File: src/rtl/alu16_pkg.sv
package alu16_pkg;

  typedef enum logic [3:0] {
    OP_ADD    = 4'd0,
    OP_ADC    = 4'd1,
    OP_SUB    = 4'd2,
    OP_SBB    = 4'd3,
    OP_AND    = 4'd4,
    OP_OR     = 4'd5,
    OP_XOR    = 4'd6,
    OP_PASS   = 4'd7,
    OP_TF_CLR = 4'd8,
    OP_TF_SET = 4'd9,
    OP_IF_CLR = 4'd10,
    OP_IF_SET = 4'd11,
    OP_DF_CLR = 4'd12,
    OP_DF_SET = 4'd13,
    OP_NOP_E  = 4'd14,
    OP_NOP_F  = 4'd15
  } alu_op_e;

  localparam int FLAG_W = 16;
  localparam int CF_POS = 0;
  localparam int PF_POS = 2;
  localparam int AF_POS = 4;
  localparam int ZF_POS = 6;
  localparam int SF_POS = 7;
  localparam int TF_POS = 8;
  localparam int IF_POS = 9;
  localparam int DF_POS = 10;
  localparam int OF_POS = 11;
  localparam logic [FLAG_W-1:0] FLAG_USED = 16'h0FD5;

  // even count of ones in a byte
  function automatic logic even_ones8(input logic [7:0] v);
    return ~(^v);
  endfunction

  // signed overflow from operand and result sign bits
  function automatic logic signed_ovf(input logic a_s, input logic b_s,
                                      input logic r_s, input logic is_sub);
    if (is_sub) return (a_s != b_s) && (r_s != a_s);
    else        return (a_s == b_s) && (r_s != a_s);
  endfunction

endpackage

File: src/rtl/alu16_arith.sv
module alu16_arith
  import alu16_pkg::*;
#(
  parameter int DATA_W = 16
) (
  input  logic [DATA_W-1:0] a,
  input  logic [DATA_W-1:0] b,
  input  logic [3:0]        op,
  input  logic              byte_mode,
  input  logic              cin,
  output logic [DATA_W-1:0] res,
  output logic              carry,
  output logic              aux,
  output logic              ovf
);
  localparam int LO_W = DATA_W / 2;
  localparam int HI_W = DATA_W - LO_W;

  logic [DATA_W-1:0] wa, wb;
  logic [DATA_W:0]   raw;
  logic              use_cin, is_sub;
  logic              a_s, b_s, r_s;

  assign wa      = byte_mode ? {{HI_W{1'b0}}, a[LO_W-1:0]} : a;
  assign wb      = byte_mode ? {{HI_W{1'b0}}, b[LO_W-1:0]} : b;
  assign use_cin = (op == OP_ADC) || (op == OP_SBB);
  assign is_sub  = (op == OP_SUB) || (op == OP_SBB);

  always_comb begin
    unique case (op)
      OP_ADD, OP_ADC: raw = {1'b0, wa} + {1'b0, wb} + {{DATA_W{1'b0}}, use_cin & cin};
      OP_SUB, OP_SBB: raw = {1'b0, wa} - {1'b0, wb} - {{DATA_W{1'b0}}, use_cin & cin};
      OP_AND:         raw = {1'b0, wa & wb};
      OP_OR:          raw = {1'b0, wa | wb};
      OP_XOR:         raw = {1'b0, wa ^ wb};
      default:        raw = {1'b0, wb};
    endcase
  end

  assign res   = byte_mode ? {{HI_W{1'b0}}, raw[LO_W-1:0]} : raw[DATA_W-1:0];
  assign carry = byte_mode ? raw[LO_W] : raw[DATA_W];
  assign aux   = wa[4] ^ wb[4] ^ raw[4];
  assign a_s   = byte_mode ? wa[LO_W-1] : wa[DATA_W-1];
  assign b_s   = byte_mode ? wb[LO_W-1] : wb[DATA_W-1];
  assign r_s   = byte_mode ? raw[LO_W-1] : raw[DATA_W-1];
  assign ovf   = signed_ovf(a_s, b_s, r_s, is_sub);
endmodule

File: src/rtl/alu16_cond.sv
module alu16_cond
  import alu16_pkg::*;
#(
  parameter int DATA_W = 16
) (
  input  logic [DATA_W-1:0] res,
  input  logic              byte_mode,
  output logic              zero,
  output logic              sign,
  output logic              parity
);
  localparam int LO_W = DATA_W / 2;

  assign zero   = byte_mode ? (res[LO_W-1:0] == '0) : (res == '0);
  assign sign   = byte_mode ? res[LO_W-1] : res[DATA_W-1];
  assign parity = even_ones8(res[7:0]);
endmodule

File: src/rtl/alu16_flagreg.sv
module alu16_flagreg
  import alu16_pkg::*;
(
  input  logic              clk,
  input  logic              rst_n,
  input  logic              upd,
  input  logic [3:0]        op,
  input  logic              carry,
  input  logic              aux,
  input  logic              ovf,
  input  logic              zero,
  input  logic              sign,
  input  logic              parity,
  output logic [FLAG_W-1:0] flag_q
);
  logic              arith_op, logic_op, ctl_op;
  logic              cond_load, ctl_load;
  logic [FLAG_W-1:0] flag_d;

  assign arith_op  = (op <= OP_SBB);
  assign logic_op  = (op >= OP_AND) && (op <= OP_XOR);
  assign ctl_op    = (op >= OP_TF_CLR) && (op <= OP_DF_SET);
  assign cond_load = upd && (arith_op || logic_op);
  assign ctl_load  = upd && ctl_op;

  always_comb begin
    flag_d = flag_q;
    if (cond_load) begin
      flag_d[CF_POS] = arith_op & carry;
      flag_d[AF_POS] = arith_op & aux;
      flag_d[OF_POS] = arith_op & ovf;
      flag_d[ZF_POS] = zero;
      flag_d[SF_POS] = sign;
      flag_d[PF_POS] = parity;
    end
    if (ctl_load) begin
      unique case (op)
        OP_TF_CLR, OP_TF_SET: flag_d[TF_POS] = op[0];
        OP_IF_CLR, OP_IF_SET: flag_d[IF_POS] = op[0];
        default:              flag_d[DF_POS] = op[0];
      endcase
    end
    flag_d = flag_d & FLAG_USED;
  end

  always_ff @(posedge clk or negedge rst_n) begin
    if (!rst_n) flag_q <= '0;
    else        flag_q <= flag_d;
  end
endmodule

File: src/rtl/alu16_flags.sv
module alu16_flags
  import alu16_pkg::*;
#(
  parameter int DATA_W = 16
) (
  input  logic              clk,
  input  logic              rst_n,
  input  logic              op_valid,
  input  logic [3:0]        opcode,
  input  logic              byte_mode,
  input  logic [DATA_W-1:0] src_a,
  input  logic [DATA_W-1:0] src_b,
  output logic [DATA_W-1:0] result,
  output logic [FLAG_W-1:0] flags
);
  logic [DATA_W-1:0] alu_res;
  logic              alu_carry, alu_aux, alu_ovf;
  logic              res_zero, res_sign, res_parity;
  logic              dp_load;
  logic [DATA_W-1:0] result_q;

  alu16_arith #(.DATA_W(DATA_W)) u_arith (
    .a(src_a), .b(src_b), .op(opcode), .byte_mode(byte_mode),
    .cin(flags[CF_POS]), .res(alu_res), .carry(alu_carry),
    .aux(alu_aux), .ovf(alu_ovf)
  );

  alu16_cond #(.DATA_W(DATA_W)) u_cond (
    .res(alu_res), .byte_mode(byte_mode),
    .zero(res_zero), .sign(res_sign), .parity(res_parity)
  );

  alu16_flagreg u_flags (
    .clk(clk), .rst_n(rst_n), .upd(op_valid), .op(opcode),
    .carry(alu_carry), .aux(alu_aux), .ovf(alu_ovf),
    .zero(res_zero), .sign(res_sign), .parity(res_parity),
    .flag_q(flags)
  );

  assign dp_load = op_valid && (opcode <= OP_PASS);

  always_ff @(posedge clk or negedge rst_n) begin
    if (!rst_n)       result_q <= '0;
    else if (dp_load) result_q <= alu_res;
  end

  assign result = result_q;
endmodule

File: config.mk
export PLATFORM = sky130hd
export DESIGN_NAME = alu16_flags
export DESIGN_NICKNAME = d
export VERILOG_FILES = /design/src/rtl/alu16_pkg.sv /design/src/rtl/alu16_arith.sv /design/src/rtl/alu16_cond.sv /design/src/rtl/alu16_flagreg.sv /design/src/rtl/alu16_flags.sv
export SDC_FILE = /design/constraint.sdc
export NUM_CORES = 1
export LEC_CHECK = 0
export ABC_AREA = 1
export BUFFER_PORTS_ARGS = -buffer_cell sky130_fd_sc_hd__buf_2
export CORE_ASPECT_RATIO = 1.4
export CORE_UTILIZATION = 40
export DETAILED_ROUTE_END_ITERATION = 8
export PLACE_DENSITY_LB_ADDON = 0.12
export SLEW_MARGIN = 20
export SYNTH_ARGS = -nofsm -noshare
export SYNTH_HDL_FRONTEND = slang
export SYNTH_SLANG_ARGS = --single-unit
File: constraint.sdc
create_clock -name clk -period 9.8 [get_ports clk]
set_input_delay 1.96 -clock clk [delete_from_list [all_inputs] [get_ports clk]]
set_output_delay 1.96 -clock clk [all_outputs]
set_load 0.05 [all_outputs]
==> results of run 1 <==
-- worst paths after layout --
| check | start | end | slack, ns | cells after the start |
|---|---|---|---|---|
| min | result[15] | result[15] | 0.48 | 2 |
| max in group asynchronous | rst_n | result[13] | 7.76 | 1 |
| max reg2reg | u_flags.flag_q[0] | u_flags.flag_q[2] | 6.24 | 15 |
| max | opcode[3] | u_flags.flag_q[2] | 4.63 | 17 |
| min reg2reg | result[15] | result[15] | 0.48 | 2 |
| min in group asynchronous | rst_n | result[4] | 1.67 | 1 |
-- power by group through the flow --
stage | sequential [mW] | combinational (mW) | clock [mW]
CTS | 0.129 | 0.344 | 0.0929
global placement | 0.130 | 0.340 | 0
global route | 0.131 | 0.384 | 0.0982
detailed placement | 0.130 | 0.343 | 0
finish | 0.129 | 0.345 | 0.0914
floorplan | 0.189 | 0.202 | 0
-- cells by family (layout without fill, tap and decap cells) --
| group | Yosys count | in the layout | synth area share [%] |
|---|---|---|---|
| AND/OR/NAND/NOR | 386 | 386 | 35.9 |
| other | 1 | 7 | 0.0807 |
| flip-flops | 25 | 25 | 13.5 |
| adder cells (fa/ha/maj) | 70 | 70 | 19.5 |
| buffers and inverters | 182 | 229 | 16.9 |
| XOR/XNOR | 6 | 6 | 1.13 |
| AO/OA/AOI/OAI | 105 | 105 | 12.9 |
-- cell usage in the layout (no fill, tap or decap), types with 2 or more instances in the layout --
master	instances
o21ai_1	3
clkbuf_16	3
nand3_2	3
and2_1	4
a21oi_1	31
ha_1	66
xor2_1	3
nand4_1	8
nand3_1	72
dfrtp_1	25
nor2_2	5
buf_2	64
nand3b_1	3
o21ai_2	7
fa_1	4
xnor2_1	3
nand2_2	2
inv_2	6
or2_0	2
o21ai_0	44
nor3_1	5
o22ai_1	12
inv_1	153
conb_1	7
nor2_1	57
nand2_1	220
nor2_4	3
-- routing by layer --
| metal | share of wire (%) | vias to the layer above | GRT usage, % |
|---|---|---|---|
| met4 | 5.3 | 0 | 13.8 |
| met2 | 49 | 165 | 43.8 |
| met3 | 4.4 | 40 | 0.411 |
| met1 | 41 | 2268 | 28.3 |
| li1 | - | 2525 | - |
| met5 | 0 | - | 0 |
-- area by class of cell --
cell class / instances / share of cell area, %
timing repair buffer: 65 / 6.47
clock buffer: 4 / 1.56
tap: 144 / 3.56
sequential: 25 / 12.3
inverter: 160 / 11.9
multi-input combinational: 574 / 64.2
-- worst reg2reg max path, cell delays in order (launching register included) --
cell	delay, ns
dfrtp_1	0.34
inv_1	0.09
nor3_1	0.33
inv_1	0.10
fa_1	0.42
fa_1	0.44
nand3_1	0.11
nand3_1	0.13
or2_0	0.23
nand3_1	0.07
o21ai_0	0.10
nor4b_2	0.37
ha_1	0.31
xnor2_1	0.19
xor2_1	0.14
o21ai_0	0.08
-- flip-flops by register name, summed over array words and instances, names as in the netlist --
| signal | flops |
|---|---|
| result | 16 |
| u_flags.flag_q | 9 |
-- stage by stage --
stage / std cells / cell area, sq um / utilization, % / setup slack (ns)
floorplan: 781 / 4670 / - / 4.92
global placement: 968 / 4990 / 44.0 / 4.42
detailed placement: 968 / 4990 / 44.0 / 4.33
CTS: 972 / 5070 / 44.7 / 4.60
global route: 972 / 5070 / 44.7 / 4.31
finish: 972 / 5070 / 44.7 / 4.63
==> results.json, run 1 <==
{
  "nFillCells": 1229,
  "hold_class": "register to register",
  "synth.top_cells.by_count": "nand2_1 (220), inv_1 (153), nand3_1 (72), ha_1 (66), nor2_1 (57)",
  "yosys_warnings": 0,
  "critPathCaptureType": "register",
  "path_class": "primary input to register",
  "ant_nets": 0,
  "die_w_um": 93.1,
  "finalSetupViolCount": 0,
  "wl_mm": 14.1,
  "clk_pin_slew_ns": 0.06,
  "cts_tree": "yes",
  "viasPerCell": 5.14,
  "yosys.area.top_type": "ha_1",
  "die_h_um": 129,
  "clock_sinks": 25,
  "yosysSeqAreaShare_pct": 13.5,
  "routedWlPerCell_um": 14.5,
  "slowest_delay_ns": 0.44,
  "p_sw_mw": 0.288,
  "finalHoldViolCount": 0,
  "place_congestion": 0.922,
  "clk_path_buf_depth": 2,
  "critPathRequiredTime_ns": 9.94,
  "crit_top_cell": "nand3_1",
  "diodes": 0,
  "antenna_found_initial": 0,
  "fin_crit_ns": 5.17,
  "p_leak_nw": 2.97,
  "maxCapViolCount": 0,
  "first_iter_violations": 280,
  "finalNetCount": 939,
  "ff_latch_area_sq_um": 626,
  "slew_viol_final": 0,
  "critical_path.max_fanout": 6,
  "seqPwrFrac_pct": 22.8,
  "htreeDepth": 1,
  "cts_resized": 0,
  "comb_power_share_pct": 61.0,
  "p_per_area_nw_per_um2": 111,
  "finalCritPeriodShare_pct": 52.8,
  "max_freq_ghz": 0.193,
  "asyncSetResetFlopFracSynth_pct": 100,
  "synth-edff-count": 0,
  "grt_pass1_vias": 4869,
  "crit_chain": "buf_2 -> nor2_2 -> inv_2 -> nor3_1 -> inv_1 -> fa_1 -> fa_1 -> nand3_1 -> nand3_1 -> or2_0 -> nand3_1 -> o21ai_0 -> nor4b_2 -> ha_1 -> xnor2_1 -> xor2_1 -> o21ai_0",
  "area_growth_pct": 9.11,
  "ys_ff_latch": 25,
  "ir_drop_uv": 42.9,
  "drive_above_1_share_pct": 11.8,
  "netlist_area_sq_um": 4640,
  "whs_ns": 0.482,
  "dp_hpwl_mm": 11.7,
  "synth_area_leaders": "ha_1 (18%), nand2_1 (18%), dfrtp_1 (13%)",
  "synth.distinct_cells": 43,
  "root_buffer": "clkbuf_16",
  "ioPinCount": 72,
  "relSlewSlack_pct": 46.3,
  "finClkSkew_ns": 0.000998,
  "cts_buffers": 3,
  "clock_latency_ns": 0.26,
  "syn_inst": 775,
  "track_usage_pct": 24.1,
  "rows": 46,
  "syn-mean-instance-area_sq_um": 5.99,
  "rsz0062_at_grt": "no",
  "cts_setup_buffers": 0,
  "grt_pass1_wl_mm": 22.9,
  "arrival_ns": 5.32,
  "power_mw": 0.565,
  "critPathLaunchType": "primary input",
  "switching_share_pct": 51.0,
  "hold_buffers": 0,
  "portBuffers": 64,
  "p_clk_share_pct": 16.2,
  "tightest_slew_ns": 0.805,
  "yosysMostFrequentCell": "nand2_1",
  "design.core.area_sq_um": 11300,
  "drtPass1Iterations": 5,
  "route.detailed.drc": 0,
  "overflow": 0,
  "fin_tns_setup_ns": 0,
  "status": "complete, no violations",
  "die_area_sq_um": 12100,
  "start_util_pct": 41.0,
  "crit_buf_inv": 3,
  "num_vias": 4998,
  "multi_input_area_sq_um": 3250,
  "synthFlopType": "dfrtp_1",
  "intPower_mw": 0.277,
  "grt_max_degree": 33,
  "slowest_stage": "fa_1",
  "synth_top_area_share_pct": 17.8,
  "cp_top_family": "simple AND/OR/NAND/NOR gates"
}
Note: power is estimated with default switching activity, not from simulation.
==> inputs of run 2 (changes only) <==
==> constraint.sdc (replaced) <==
create_clock -name clk -period 4.3 [get_ports clk]
set_input_delay 0.86 -clock clk [delete_from_list [all_inputs] [get_ports clk]]
set_output_delay 0.86 -clock clk [all_outputs]
set_load 0.05 [all_outputs]
==> run 2 against run 1 <==
Global-route usage is essentially flat. Final cell count is 0.62% higher. Hold slack lost 0.0034 ns. Cell area up 0.91%. Register-to-register slack got worse by 5.4 ns. Combinational power grew 130%. Critical path depth stayed put. Utilization grew 0.41 points. Flip-flop and latch count unchanged. Clock-buffer cell count fell by 1. Critical path type unchanged.
==> results.json, run 2 (synthesis results as in run 1) <==
{
  "routedWlPerCell_um": 14.4,
  "start_util_pct": 41.0,
  "die_h_um": 129,
  "hold_path_depth": 2,
  "power_mw": 1.28,
  "relSlewSlack_pct": 47.2,
  "tightest_slew_ns": 0.791,
  "design.core.area_sq_um": 11300,
  "portBuffers": 64,
  "drtPass1Iterations": 4,
  "arrival_ns": 4.12,
  "cts_buffers": 3,
  "htreeDepth": 1,
  "finalSetupViolCount": 0,
  "max_freq_ghz": 0.251,
  "critical_path.max_fanout": 6,
  "crit_top_cell": "nand3_1",
  "die_area_sq_um": 12100,
  "ant_nets": 0,
  "slew_viol_final": 0,
  "startpoint": "opcode[3]",
  "overflow": 0,
  "fin_util_pct": 45.1,
  "largest_reg_flops": 16,
  "crit_buf_inv": 3,
  "grt_max_degree": 33,
  "finalHoldViolCount": 0,
  "diodes": 0,
  "clk_pin_slew_ns": 0.06,
  "status": "complete, no violations",
  "antenna_found_initial": 0,
  "cts_tree": "yes",
  "r2r_start": "u_flags.flag_q[0]",
  "finalCritPeriodShare_pct": 92.5,
  "clk_path_buf_depth": 2,
  "rsz0062_at_grt": "no",
  "finalNetCount": 945,
  "cts_resized": 0,
  "cp_top_family": "simple AND/OR/NAND/NOR gates",
  "track_usage_pct": 24.1,
  "critPathCaptureType": "register",
  "grt_util_met2_pct": 43.9,
  "first_iter_violations": 246,
  "cp.depth": 17,
  "clock_latency_ns": 0.26,
  "slowest_stage": "fa_1",
  "hold_buffers": 0,
  "route.detailed.drc": 0,
  "drive_above_1_share_pct": 12.6,
  "place_congestion": 0.958,
  "grt_pass1_vias": 4717,
  "ff2ff_path_depth": 15,
  "cts_setup_buffers": 0,
  "slowest_delay_ns": 0.44,
  "area_growth_pct": 10.1,
  "grtUsageMet1_pct": 28.9,
  "root_buffer": "clkbuf_16",
  "critPathRequiredTime_ns": 4.44,
  "grtUsageMet3_pct": 1.41,
  "hold_class": "register to register",
  "crit_chain": "buf_2 -> nor2_2 -> inv_2 -> nor3_1 -> inv_1 -> fa_1 -> fa_1 -> nand3_1 -> nand3_1 -> or2_0 -> nand3_1 -> o21ai_0 -> nor4b_2 -> ha_1 -> xnor2_1 -> xor2_1 -> o21ai_0",
  "endpoint": "u_flags.flag_q[2]",
  "final_common_cell": "nand2_1",
  "maxCapViolCount": 0,
  "clock_sinks": 25,
  "fin_tns_setup_ns": 0,
  "wl_mm": 14.1,
  "path_class": "primary input to register",
  "nFillCells": 1256,
  "fin_crit_ns": 3.98,
  "ir_drop_uv": 119,
  "viasPerCell": 5.03,
  "top_usage_layer": "met2",
  "p_per_area_nw_per_um2": 251,
  "critPathLaunchType": "primary input",
  "p_leak_nw": 3.00,
  "num_vias": 4922,
  "rows": 46,
  "grt_pass1_wl_mm": 22.7,
  "dp_hpwl_mm": 11.7,
  "finClkSkew_ns": 0.00274,
  "r2r-end": "u_flags.flag_q[2]",
  "mostFrequentLayoutCells": "nand2_1 (220), inv_1 (153), nand3_1 (72)",
  "r2r_slack_ns": 0.80,
  "ioPinCount": 72,
  "die_w_um": 93.1
}
run 2: cell types whose count changed in the layout (fill, tap and decap cells not counted), sizes merged:
cell / previous run / this run
buf: 65 / 71
clkbuf: 4 / 3
clkinv: 1 / 2
run 2: through the flow:
stage	instances	setup WS (ns)	cell area, sq um	hold slack (ns)
2_1_floorplan	781	0.521	4670	0.518
3_3_place_gp	974	0.126	5030	0.462
3_5_place_dp	974	0.0354	5030	0.468
4_1_cts	978	0.308	5110	0.484
5_1_grt	978	0.0273	5110	0.504
6_report	978	0.321	5110	0.478
run 2: metal layers:
layer,part of all wire (%),wire length [um],vias up
li1,-,-,2539
met1,43,6060,2221
met2,49,6940,130
met3,3.7,513,32
met4,3.9,546,0
met5,0,0,-
run 2: worst min path at each step:
| stage | startpoint | end | slack, ns |
|---|---|---|---|
| detailed placement | u_flags.flag_q[8] | u_flags.flag_q[8] | 0.47 |
| global placement | u_flags.flag_q[11] | u_flags.flag_q[11] | 0.46 |
| CTS | u_flags.flag_q[8] | u_flags.flag_q[8] | 0.48 |
| global route | u_flags.flag_q[8] | u_flags.flag_q[8] | 0.50 |
| floorplan | u_flags.flag_q[0] | u_flags.flag_q[0] | 0.52 |
| finish | u_flags.flag_q[8] | u_flags.flag_q[8] | 0.48 |
run 2: report_power, final:
group | switching [mW] | total (mW) | internal, mW
Clock | 0.0785 | 0.204 | 0.125
Sequential | 0.0192 | 0.293 | 0.274
Combinational | 0.551 | 0.788 | 0.237
Total | 0.649 | 1.28 | 0.636
run 2: final cells by class:
type | instances | area [sq um] | share of cell area (%)
flip-flops and latches | 25 | 626 | 12.2
clock inverters | 1 | 5.00 | 0.0979
inverters | 160 | 601 | 11.7
repair buffers | 71 | 373 | 7.29
clock buffers | 3 | 75.1 | 1.47
multi-input cells | 574 | 3250 | 63.6
well taps | 144 | 180 | 3.52
run 2: worst min-delay path, cell delays in order (launching register included):
cell and delay [ns]:
dfrtp_1 0.34, nand2_1 0.05, o21ai_0 0.05
==> inputs of run 3 (changes only) <==
--- a/config.mk
+++ b/config.mk
@@ -5,11 +5,12 @@
 export SDC_FILE = /design/constraint.sdc
 export NUM_CORES = 1
 export LEC_CHECK = 0
-export ABC_AREA = 1
+export ABC_AREA = 0
 export BUFFER_PORTS_ARGS = -buffer_cell sky130_fd_sc_hd__buf_2
 export CORE_ASPECT_RATIO = 1.4
 export CORE_UTILIZATION = 40
 export DETAILED_ROUTE_END_ITERATION = 8
+export HOLD_SLACK_MARGIN = 0.05
 export PLACE_DENSITY_LB_ADDON = 0.12
 export SLEW_MARGIN = 20
 export SYNTH_ARGS = -nofsm -noshare
==> run 3 against run 2 <==
Clock skew down 0.0018 ns. Sequential power barely moved. Clock-buffer cell count rose by 1.
==> results.json, run 3 <==
{
  "status": "complete, no violations",
  "rows": 43,
  "critPathLaunchType": "primary input",
  "synth.distinct_cells": 69,
  "placed_cells": 755,
  "asyncSetResetFlopFracSynth_pct": 100,
  "p_leak_nw": 2.38,
  "viasPerCell": 5.70,
  "grt_max_degree": 31,
  "ant_nets": 0,
  "area_growth_pct": 16.0,
  "htreeDepth": 1,
  "syn_inst": 551,
  "die_area_sq_um": 10900,
  "yosys_warnings": 0,
  "yosys.area.top_type": "ha_1",
  "seqPwrFrac_pct": 22.9,
  "arrival_ns": 4.23,
  "synth_top_area_share_pct": 19.7,
  "num_vias": 4330,
  "synth_area_leaders": "ha_1 (20%), dfrtp_1 (15%), nand2_1 (6.2%)",
  "clock_latency_ns": 0.26,
  "hold_path_depth": 2,
  "synth.top_cells.by_count": "nand2_1 (69), ha_1 (66), inv_1 (54), o21ai_0 (46), a21oi_1 (37)",
  "rsz0062_at_grt": "no",
  "route.detailed.drc": 0,
  "yosysMostFrequentCell": "nand2_1",
  "yosysSeqAreaShare_pct": 15.0,
  "track_usage_pct": 24.3,
  "clk_pin_slew_ns": 0.06,
  "drtPass1Iterations": 7,
  "mostFrequentLayoutCells": "nand2_1 (69), ha_1 (66), buf_2 (64)",
  "antenna_found_initial": 0,
  "fin_crit_ns": 4.06,
  "dp_slack_ns": -0.0297,
  "overflow": 0,
  "grt_pass1_vias": 4085,
  "finalWorstSetupSlack_ns": 0.236,
  "final_common_cell": "nand2_1",
  "p_sw_mw": 0.607,
  "path_class": "primary input to register",
  "slew_viol_final": 0,
  "switching_share_pct": 47.5,
  "critPathRequiredTime_ns": 4.46,
  "synth-edff-count": 0,
  "die_h_um": 123,
  "grt_pass1_wl_mm": 20.5,
  "drive_above_1_share_pct": 19.9,
  "ir_drop_uv": 142,
  "max_freq_ghz": 0.246,
  "wl_mm": 13.0,
  "syn-mean-instance-area_sq_um": 7.59,
  "netlist_area_sq_um": 4180,
  "power_mw": 1.28,
  "p_per_area_nw_per_um2": 264,
  "fin_util_pct": 48.2,
  "maxCapViolCount": 0,
  "cts_buffers": 3,
  "diodes": 0,
  "first_iter_violations": 294,
  "finalHoldViolCount": 0,
  "clock_sinks": 25,
  "relSlewSlack_pct": 32.2,
  "ff2ff_path_depth": 15,
  "fin_tns_setup_ns": 0,
  "finClkSkew_ns": 0.000991,
  "cts_tree": "yes",
  "synthFlopType": "dfrtp_1",
  "largest_reg_flops": 16,
  "finalNetCount": 735,
  "root_buffer": "clkbuf_16",
  "ioPinCount": 72,
  "dp_hpwl_mm": 10.5,
  "cts_setup_buffers": 0,
  "finalSetupViolCount": 0,
  "design.core.area_sq_um": 10100,
  "clk_path_buf_depth": 2,
  "portBuffers": 64,
  "p_clk_share_pct": 16.2,
  "die_w_um": 88.4,
  "tightest_slew_ns": 1.02,
  "hold_class": "register to register",
  "routedWlPerCell_um": 17.2,
  "critPathCaptureType": "register",
  "fin_cells": 759,
  "comb_power_share_pct": 60.8,
  "ys_ff_latch": 25,
  "intPower_mw": 0.672,
  "critical_path.max_fanout": 5,
  "finalCritPeriodShare_pct": 94.5,
  "start_util_pct": 41.6,
  "place_congestion": 0.920
}
==> run 3: cell types whose count changed in the layout (fill, tap and decap cells not counted), sizes merged, moves of 8 or more <==
cell / previous run / this run
nand2: 223 / 69
inv: 159 / 54
nand3: 75 / 4
nor2: 65 / 35
buf: 71 / 96
xnor2: 3 / 13
a211oi: 1 / 10
o211ai: 1 / 9
==> run 3: repair_timing <==
action | in CTS | in global routing
hold endpoints to repair | 0 | 0
setup endpoints to repair | 0 | 1
hold buffers | 0 | 0
resized for setup | 0 | 1
==> run 3: area by class of cell <==
| type | instances | area, sq um |
|---|---|---|
| clock buffers | 4 | 78.8 |
| fillers | 1059 | 5210 |
| inverters | 56 | 210 |
| multi-input cells | 443 | 3210 |
| flip-flops and latches | 25 | 626 |
| well taps | 135 | 169 |
| repair buffers | 96 | 561 |
==> run 3: through the flow <==
step	area, sq um	hold WS [ns]
floorplan	4210	0.564
detailed placement	4770	0.466
CTS	4850	0.479
global placement	4770	0.456
global route	4850	0.506
finish	4850	0.472
==> run 3: final timing paths <==
| kind | from | to | slack, ns |
|---|---|---|---|
| worst max register to register | u_flags.flag_q[0] | u_flags.flag_q[6] | 0.61 |
| max in group asynchronous | rst_n | result[10] | 3.35 |
| worst min-delay path | u_flags.flag_q[7] | u_flags.flag_q[7] | 0.47 |
| worst max-delay path | opcode[3] | u_flags.flag_q[6] | 0.24 |
| worst min register to register | u_flags.flag_q[7] | u_flags.flag_q[7] | 0.47 |
| min in group asynchronous | rst_n | result[4] | 0.58 |
==> run 3: layer usage <==
layer	global-route usage [%]	vias up	part of all wire (%)
li1	-	2098	-
met3	1.34	19	4.9
met1	32.0	2060	44
met4	7.06	0	1.9
met5	0	-	0
met2	42.5	153	49
==> run 3: power by group through the flow <==
stage	Sequential (mW)	Clock (mW)	Combinational [mW]
floorplan	0.432	0	0.428
global placement	0.295	0	0.769
CTS	0.294	0.210	0.775
finish	0.293	0.207	0.778
global route	0.299	0.218	0.850
detailed placement	0.299	0	0.771
==> run 3: cells by family after synthesis <==
kind of cell	synth area share, %
buf+inv	9.18
simple gates	16.7
fa+ha+maj	21.7
xor+xnor	4.61
other cells	0.0897
flops	15.0
compound gates	30.0
mux	2.84
==> run 3: critical path, stage by stage <==
cell	delay, ns
buf_2	0.11
nor2_1	0.14
nand3_1	0.17
fa_1	0.45
fa_1	0.46
o21ai_4	0.24
a22oi_1	0.11
xnor2_1	0.14
a211oi_1	0.38
ha_1	0.21
nand4_1	0.14
a2111oi_4	0.32
o2111ai_1	0.18
o41ai_2	0.32
